`config.mk`:
```
export PLATFORM = sky130hd
export DESIGN_NAME = sdoe_ctrl
export DESIGN_NICKNAME = d
export VERILOG_FILES = /design/src/rtl/sdoe_pkg.sv /design/src/rtl/sdoe_pin_decode.sv /design/src/rtl/sdoe_chan_policy.sv /design/src/rtl/sdoe_chan_gate.sv /design/src/rtl/sdoe_ctrl.sv
export SDC_FILE = /design/constraint.sdc
export NUM_CORES = 1
export LEC_CHECK = 0
export ABC_AREA = 0
export BUFFER_PORTS_ARGS = -buffer_cell sky130_fd_sc_hd__buf_4
export CAP_MARGIN = 15
export CELL_PAD_IN_SITES_DETAIL_PLACEMENT = 0
export CELL_PAD_IN_SITES_GLOBAL_PLACEMENT = 1
export CORE_MARGIN = 1
export CORE_UTILIZATION = 30
export CTS_CLUSTER_SIZE = 14
export DETAILED_ROUTE_END_ITERATION = 6
export PLACE_DENSITY = 0.81
export SLEW_MARGIN = 20
export SYNTH_ARGS = -nofsm -noshare
export SYNTH_HDL_FRONTEND = slang
export SYNTH_SLANG_ARGS = --single-unit
```
`constraint.sdc`:
```
create_clock -name clk_i -period 1.06 [get_ports clk_i]
set_clock_uncertainty 0.2 [all_clocks]
set_input_delay 0.212 -clock clk_i [delete_from_list [all_inputs] [get_ports clk_i]]
set_output_delay 0.212 -clock clk_i [all_outputs]
set_load 0.01 [all_outputs]
```
`src/rtl/sdoe_pkg.sv`:
```
package sdoe_pkg;
   typedef enum logic [1:0] {
      DRV_ACTIVE = 2'b00,
      DRV_TRI    = 2'b01,
      DRV_IDLE   = 2'b10
   } drv_state_e;
endpackage

```
`src/rtl/sdoe_pin_decode.sv`:
```
module sdoe_pin_decode #(
   parameter int SYNC_STAGES = 2,
   parameter int SD_HOLD     = 2
) (
   input  logic clk_i,
   input  logic rst_ni,
   input  logic pin_i,
   input  logic sh_mode_i,
   input  logic pol_hi_i,
   output logic sd_o,
   output logic en_o
);
   localparam int CntW = (SD_HOLD < 2) ? 1 : $clog2(SD_HOLD + 1);
   localparam int AgeW = CntW + 1;

   if (SYNC_STAGES < 0) begin : g_bad_sync
      $error("SYNC_STAGES must not be negative");
   end
   if (SD_HOLD < 1) begin : g_bad_hold
      $error("SD_HOLD must be at least 1");
   end

   logic pin_s;

   if (SYNC_STAGES == 0) begin : g_nosync
      assign pin_s = pin_i;
   end else begin : g_sync
      logic [SYNC_STAGES-1:0] sync_q;
      always_ff @(posedge clk_i or negedge rst_ni) begin
         if (!rst_ni) begin
            sync_q <= '0;
         end else begin
            for (int k = SYNC_STAGES - 1; k > 0; k--) begin
               sync_q[k] <= sync_q[k-1];
            end
            sync_q[0] <= pin_i;
         end
      end
      assign pin_s = sync_q[SYNC_STAGES-1];
   end

   logic            raw_sd;
   logic            sd_q;
   logic [CntW-1:0] hold_q;

   assign raw_sd = sh_mode_i & pin_s;

   always_ff @(posedge clk_i or negedge rst_ni) begin
      if (!rst_ni) begin
         sd_q   <= 1'b0;
         hold_q <= '0;
      end else begin
         if (raw_sd) begin
            sd_q   <= 1'b1;
            hold_q <= CntW'(SD_HOLD - 1);
         end else if (hold_q != '0) begin
            hold_q <= hold_q - 1'b1;
         end else begin
            sd_q <= 1'b0;
         end
      end
   end

   assign sd_o = sd_q;
   assign en_o = sh_mode_i ? 1'b1 : (pin_s == pol_hi_i);

   // Checker state: cycles elapsed since sd_q rose, saturating
   logic [AgeW-1:0] age_q;
   always_ff @(posedge clk_i or negedge rst_ni) begin
      if (!rst_ni) begin
         age_q <= '0;
      end else if (!sd_q) begin
         age_q <= '0;
      end else if (age_q != {AgeW{1'b1}}) begin
         age_q <= age_q + 1'b1;
      end
   end


   sd_hold_chk: assert property (@(posedge clk_i) disable iff (!rst_ni)
      $fell(sd_q) |-> ($past(age_q) >= AgeW'(SD_HOLD - 1)));


   sd_source_chk: assert property (@(posedge clk_i) disable iff (!rst_ni)
      $rose(sd_q) |-> $past(sh_mode_i && pin_s));
endmodule

```
`src/rtl/sdoe_chan_policy.sv`:
```
module sdoe_chan_policy
   import sdoe_pkg::*;
(
   input  logic       sd_i,
   input  logic       en_i,
   input  logic       oe_i,
   input  logic       os_i,
   output drv_state_e target_o
);
   always_comb begin
      if (sd_i) begin
         target_o = DRV_IDLE;
      end else if (en_i) begin
         target_o = DRV_ACTIVE;
      end else if (!os_i) begin
         target_o = DRV_TRI;
      end else if (oe_i) begin
         target_o = DRV_IDLE;
      end else begin
         target_o = DRV_ACTIVE;
      end
   end
endmodule

```
`src/rtl/sdoe_chan_gate.sv`:
```
module sdoe_chan_gate
   import sdoe_pkg::*;
(
   input  logic       clk_i,
   input  logic       rst_ni,
   input  logic       ch_clk_i,
   input  drv_state_e target_i,
   output drv_state_e state_o,
   output logic       fall_o
);
   logic       ch_q;
   drv_state_e state_q;

   assign fall_o = ch_q & ~ch_clk_i;

   always_ff @(posedge clk_i or negedge rst_ni) begin
      if (!rst_ni) begin
         ch_q    <= 1'b0;
         state_q <= DRV_TRI;
      end else begin
         ch_q <= ch_clk_i;
         if (fall_o) begin
            state_q <= target_i;
         end
      end
   end

   assign state_o = state_q;


   chan_edge_only_chk: assert property (@(posedge clk_i) disable iff (!rst_ni)
      !$stable(state_q) |-> $past(fall_o));


   chan_code_chk: assert property (@(posedge clk_i) disable iff (!rst_ni)
      state_q != 2'b11);
endmodule

```
`src/rtl/sdoe_ctrl.sv`:
```
module sdoe_ctrl
   import sdoe_pkg::*;
#(
   parameter int               N_OUT       = 4,
   parameter int               SYNC_STAGES = 2,
   parameter int               SD_HOLD     = 2,
   parameter logic [N_OUT-1:0] DIFF_MASK   = 4'b0101
) (
   input  logic               clk_i,
   input  logic               rst_ni,
   input  logic               pin_i,
   input  logic               sh_mode_i,
   input  logic               pol_hi_i,
   input  logic [N_OUT-1:0]   oe_i,
   input  logic [N_OUT-1:0]   os_i,
   input  logic [N_OUT-1:0]   ch_clk_i,
   output logic               sd_o,
   output logic [2*N_OUT-1:0] state_o,
   output logic [N_OUT-1:0]   idle_hi_o
);
   if (N_OUT < 1) begin : g_bad_count
      $error("N_OUT must be at least 1");
   end

   logic sd_w;
   logic en_w;

   sdoe_pin_decode #(
      .SYNC_STAGES (SYNC_STAGES),
      .SD_HOLD     (SD_HOLD)
   ) u_decode (
      .clk_i     (clk_i),
      .rst_ni    (rst_ni),
      .pin_i     (pin_i),
      .sh_mode_i (sh_mode_i),
      .pol_hi_i  (pol_hi_i),
      .sd_o      (sd_w),
      .en_o      (en_w)
   );

   assign sd_o = sd_w;

   for (genvar i = 0; i < N_OUT; i++) begin : g_chan
      drv_state_e target_w;
      drv_state_e state_w;
      logic       fall_w;

      sdoe_chan_policy u_policy (
         .sd_i     (sd_w),
         .en_i     (en_w),
         .oe_i     (oe_i[i]),
         .os_i     (os_i[i]),
         .target_o (target_w)
      );

      sdoe_chan_gate u_gate (
         .clk_i    (clk_i),
         .rst_ni   (rst_ni),
         .ch_clk_i (ch_clk_i[i]),
         .target_i (target_w),
         .state_o  (state_w),
         .fall_o   (fall_w)
      );

      assign state_o[2*i+1:2*i] = state_w;

      if (DIFF_MASK[i]) begin : g_diff
         assign idle_hi_o[i] = (state_w == DRV_IDLE);
      end else begin : g_single
         assign idle_hi_o[i] = 1'b0;
      end


      sd_forces_idle_chk: assert property (@(posedge clk_i) disable iff (!rst_ni)
         ($past(fall_w) && $past(sd_w)) |-> (state_w == DRV_IDLE));
   end
endmodule

```
==> results of run 1 <==
[worst register-to-register path: stages (launching register included)]
cell	delay, ns
dfrtp_1	0.42
xor2_2	0.18
nand2b_1	0.15
o31ai_2	0.25
[per-stage QoR]
stage,instance area [um2],cells,TNS [ns]
floorplan,702,62,-0.834
global placement,947,118,-1.31
detailed placement,947,118,-1.83
CTS,1170,136,-4.70
global route,1210,137,-5.63
finish,1210,137,-4.39
[cell families after synthesis]
kind of cell	synth area share [%]
fa+ha+maj	1.79
flops	61.6
compound gates	10.8
buf+inv	3.76
other cells	0.537
xor+xnor	2.51
simple gates	13.3
mux	5.73
[power by group]
part           internal, mW  switching, mW  leakage, nW  total [mW]
combinational         0.837          0.540        0.363        1.38
sequential            0.821          0.119        0.192       0.940
clock                 0.146          0.194       0.0150       0.340
total                  1.80          0.853        0.570        2.66
[synth_stat cells (2+ instances only)]
library cell	count	area share, %
inv_1	3	1.6
buf_4	2	2.1
nand2b_1	5	4.5
nor2_1	2	1.1
xor2_1	2	2.5
nand2_1	11	5.9
nor2b_1	2	1.8
mux2i_1	4	5.7
dfstp_2	4	15
dfrtp_1	13	47
o31ai_1	8	8.6
a21oi_1	2	1.4
[layout make-up]
| type | count | area (um2) | area share [%] |
|---|---|---|---|
| flip-flops and latches | 17 | 430 | 35.4 |
| repair buffers | 45 | 399 | 32.9 |
| multi-input cells | 40 | 313 | 25.7 |
| well taps | 28 | 35.0 | 2.88 |
| clock buffers | 4 | 26.3 | 2.16 |
| inverters | 3 | 11.3 | 0.927 |
[what timing repair did]
item / CTS / global route
endpoints found under the setup margin: 22 / 22
pin swaps: 8 / 6
resized for setup: 21 / 7
endpoints found under the hold margin: 32 / 6
buffers inserted: 7 / 1
[worst max path at each step]
stage	to	cells after the start	startpoint	slack, ns
2_1_floorplan	g_chan[0].u_gate.state_o[1]	3	u_decode.g_sync.sync_q[1]	-0.10
3_3_place_gp	g_chan[1].u_gate.state_o[0]	3	u_decode.g_sync.sync_q[1]	-0.14
3_5_place_dp	g_chan[3].u_gate.state_o[1]	3	u_decode.g_sync.sync_q[1]	-0.22
4_1_cts	idle_hi_o[0]	2	g_chan[0].u_gate.state_o[0]	-0.38
5_1_grt	idle_hi_o[2]	2	g_chan[2].u_gate.state_o[0]	-0.41
6_report	idle_hi_o[0]	2	g_chan[0].u_gate.state_o[0]	-0.37
[layer usage]
layer / track usage, % / vias up / part of all wire, %
met5: 0 / - / 0
met4: 5.71 / 0 / 0.75
met2: 25.3 / 16 / 55
met1: 13.9 / 293 / 40
met3: 2.73 / 2 / 4.1
li1: - / 294 / -
[state kept, by name, summed over array words and instances (netlist names)]
| signal | cells |
|---|---|
| u_decode.sd_o | 1 |
| u_decode.g_sync.sync_q | 2 |
| g_chan.u_gate.state_o | 8 |
| u_decode.hold_q | 2 |
| g_chan.u_gate.ch_q | 4 |
==> metrics.md, run 1 <==
| Metric | Value |
|---|---|
| CP Cell Sequence | `nor2b_1, buf_4` |
| Die X | `50.2 um` |
| Synthesis-stage register bit count | `17` |
| DRT antenna net count | `0` |
| # DRC | `0` |
| R2r endpoint | `g_chan[3].u_gate.state_o[1]` |
| Largest net degree at the start of global routing | `18` |
| Clk pin slew, worst setup/hold paths | `0.10 ns` |
| Worst hold endpoint | `g_chan[0].u_gate.state_o[0]` |
| Commonest non-fill, non-tap cell in the layout | `buf_4` |
| Hold WS | `-0.126 ns` |
| Area delta synth->final | `74.0%` |
| Root Driver | `clkbuf_4` |
| Critical Path RT | `0.65 ns` |
| Fmax | `699 MHz` |
| RR Startpoint | `u_decode.g_sync.sync_q[1]` |
| Critical path capture point type | `output pin` |
| Global-route wire length before repair | `2500 um` |
| WS Path Type | `reg -> out` |
| Crit-path max FO | `3` |
| Largest stage delay on the critical path | `0.56 ns` |
| Synth warnings | `0` |
| Final nets | `128` |
| Starting DRT DRC Count | `1` |
| Hold path cells | `2` |
| Port Buffer Count | `27` |
| Pre-CTS setup slack | `-0.225 ns` |
| Failing checks | `hold timing, setup timing` |
| Number of flops mapped to enable cells by yosys | `0` |
| Buf+Inv Stages, Crit Path | `1` |
| Most frequent cells in the layout | `26 x buf_4, 13 x dfrtp_1, 11 x buf_6, 9 x nand2_1, 8 x dlygate4sd3_1` |
| Post-Syn Area | `698 um2` |
| Final Critical Period | `1.43 ns` |
| Max rail drop VDD | `1.33 mV` |
| Total Routing Usage GR | `13.4%` |
| Period utilization | `135%` |
| Max Slew Vio Count | `0` |
| Max-cap violations | `0` |
| Row count | `17` |
| WL/cell | `11.6 um` |
| CP startpoint kind | `register` |
| Vias per cell | `4.42` |
| Core Util, Final | `54.9%` |
| Arrival @ worst endpoint | `1.02 ns` |
| FFs w/ async S/R, synth | `100%` |
| Hold Startpoint | `os_i[0]` |
| Max clock buf depth | `2` |
| Reg2reg path depth | `3` |
| Flop-to-flop setup slack | `-0.22 ns` |
| Pleak | `0.570 nW` |
| Synth cell types | `15` |
| Mean area per synthesized cell | `11.4 um2` |
| Num CTS Buffers | `3` |
| I/O Pins | `30` |
| Power per Cell Area | `2190 nW/um2` |
| Via count | `605` |
| Post-Syn Instances | `61` |
| Synth Flop Type | `dfrtp_1` |
| CTS tree | `done` |
| CTS H-tree depth | `1` |
| Die ar. | `2520 um2` |
| Sink Count | `17` |
| Fill cells | `212` |
| Worst-Skew Late Latency | `0.28 ns` |
| Family with the most delay on the worst path | `flip-flops` |
| CP max stage cell | `dfstp_2` |
| Hold Crit Class | `in -> reg` |
| Final hold viol count | `6` |
| GRT overflow | `0` |
| # hold bufs at CTS | `8` |
| Overall Power | `2.66 mW` |
| Post-synthesis sequential area ratio | `61.6%` |
| Core area | `2210 um2` |
| Vias in the first global route | `644` |
| RSZ-0062 raised after global routing | `yes` |
| Pre-Repair DR Iteration Count | `2` |
| Final setup fails | `22` |
| Status | `finished, violations left` |
| Final WL | `1590 um` |
| Setup WS post-layout | `-0.370 ns` |
| Antenna violations before repair | `0` |
| Inserted Diodes | `0` |
| Die H | `50.2 um` |
| Routability cong. | `0.664` |
| Starting Density | `31.6%` |
| Share of layout cells above drive strength 1 | `53.2%` |
No activity file was read; power rests on OpenSTA's default activity.
==> inputs of run 2 (changes only) <==
CORE_UTILIZATION = 33   (was 30)
HOLD_SLACK_MARGIN = 0.05   (was unset)
PLACE_DENSITY = 0.84   (was 0.81)
clock period = 1.6 ns   (was 1.06 ns; I/O delays follow)
==> run 2 against run 1 <==
Effect of this change: the run now ends clean; global-route usage about the same; clock-buffer cell count shrank 1; non-clock buffer count is 7 lower; critical path depth unchanged; total power shrank 49%; sequential power is 33% lower; sequential share of layout area is 5.1 points higher; utilization down 1.4 points; setup slack gained 0.43 ns.
==> metrics.md, run 2 (synthesis results as in run 1) <==
| Metric | Value |
|---|---|
| Status | `finished clean` |
| Starting Density | `35.2%` |
| Sum Neg Setup Slack | `0 ns` |
| Max clock buf depth | `2` |
| Worst-Skew Late Latency | `0.28 ns` |
| Global-route wire length before repair | `2140 um` |
| Die ar. | `2300 um2` |
| Max-cap violations | `0` |
| Core area | `1980 um2` |
| Number of flip-flops in the largest register | `8` |
| Critical path capture point type | `output pin` |
| Arrival @ worst endpoint | `1.02 ns` |
| RSZ-0062 raised after global routing | `no` |
| Largest net degree at the start of global routing | `18` |
| Post-CTS Setup Bufs | `0` |
| Port Buffer Count | `27` |
| CTS H-tree depth | `1` |
| Commonest non-fill, non-tap cell in the layout | `buf_4` |
| Final Critical Period | `1.54 ns` |
| Most frequent cells in the layout | `27 x buf_4, 13 x dfrtp_1, 11 x nand2_1, 11 x dlygate4sd3_1, 8 x o31ai_1` |
| Final nets | `121` |
| Total Routing Usage GR | `13.3%` |
| Sink Count | `17` |
| Buf+Inv Stages, Crit Path | `1` |
| Critical Path RT | `1.08 ns` |
| # DRC | `0` |
| Max rail drop VDD | `0.669 mV` |
| Share of layout cells above drive strength 1 | `34.3%` |
| # hold bufs at CTS | `11` |
| Row count | `16` |
| Root Driver | `clkbuf_4` |
| DRT antenna net count | `0` |
| Final WL | `1380 um` |
| Vias in the first global route | `555` |
| Antenna violations before repair | `0` |
| Num CTS Buffers | `3` |
| CP max stage cell | `dfstp_2` |
| Vias per cell | `4.33` |
| Area delta synth->final | `52.0%` |
| Power per Cell Area | `1270 nW/um2` |
| CTS tree | `done` |
| Largest stage delay on the critical path | `0.56 ns` |
| I/O Pins | `30` |
| Final hold viol count | `0` |
| Pleak | `0.512 nW` |
| Crit-path max FO | `3` |
| Post-CTS resize count | `0` |
| Fmax | `649 MHz` |
| Hpwl dp | `1060 um` |
| Period utilization | `96.4%` |
| CP startpoint kind | `register` |
| Overall Power | `1.35 mW` |
| Die X | `48.0 um` |
| Via count | `559` |
| Clk pin slew, worst setup/hold paths | `0.10 ns` |
| Inserted Diodes | `0` |
| Max Slew Vio Count | `0` |
| WS Path Type | `reg -> out` |
| Final setup fails | `0` |
| CP Cell Sequence | `nor2b_1, buf_4` |
| Family with the most delay on the worst path | `flip-flops` |
| Starting DRT DRC Count | `8` |
| GRT overflow | `0` |
| Routability cong. | `0.666` |
| Hold Crit Class | `in -> reg` |
| WL/cell | `10.7 um` |
| Die H | `48.0 um` |
| Pre-Repair DR Iteration Count | `3` |
| Fill cells | `188` |
run 2: final cells by class:
type | instances | area (um2) | area share, %
Timing Repair Buffer | 38 | 313 | 29.5
Multi-Input combinational cell | 40 | 245 | 23.1
Clock buffer | 3 | 22.5 | 2.12
Sequential cell | 17 | 430 | 40.6
Tap cell | 27 | 33.8 | 3.18
Clock inverter | 1 | 5.00 | 0.472
Inverter | 3 | 11.3 | 1.06
run 2: routing by layer:
metal	share of wire [%]	global-route usage, %
met3	3.8	3.40
met5	0	0
met2	51	24.9
met1	45	15.7
met4	0	1.67
run 2: final timing paths:
kind / depth (start not counted) / end / startpoint / slack [ns]
hold / removal: 3 / g_chan[1].u_gate.state_o[1] / oe_i[1] / 0.1
setup reg to reg: 3 / g_chan[1].u_gate.state_o[0] / u_decode.g_sync.sync_q[1] / 0.29
hold reg to reg: 0 / u_decode.g_sync.sync_q[1] / u_decode.g_sync.sync_q[0] / 0.16
min in group asynchronous: 2 / g_chan[0].u_gate.ch_q / rst_ni / 0.23
setup / recovery: 2 / idle_hi_o[0] / g_chan[0].u_gate.state_o[0] / 0.06
max in group asynchronous: 2 / g_chan[3].u_gate.state_o[0] / rst_ni / 0.72
run 2: metrics by stage:
step,area [um2],setup WS [ns],std cells,hold WS [ns],utilization (%)
floorplan,702,0.438,62,-0.176,-
global placement,923,0.300,114,-0.00912,46.6
detailed placement,923,0.252,114,-0.00707,46.6
CTS,1060,0.0465,129,0.0918,53.5
global route,1060,0.0123,129,0.0909,53.5
finish,1060,0.0581,129,0.0973,53.5
run 2: worst min-delay path: cells and delay by family:
kind,cells,cell delay [ns]
AOI/OAI and AO/OA,1,0.06
and+or+nand+nor,1,0.06
buffers and inverters,1,0.10
run 2: where the power goes:
part	internal, mW	switching, mW	total (mW)
combinational	0.276	0.224	0.500
sequential	0.543	0.0834	0.627
clock	0.0926	0.129	0.221
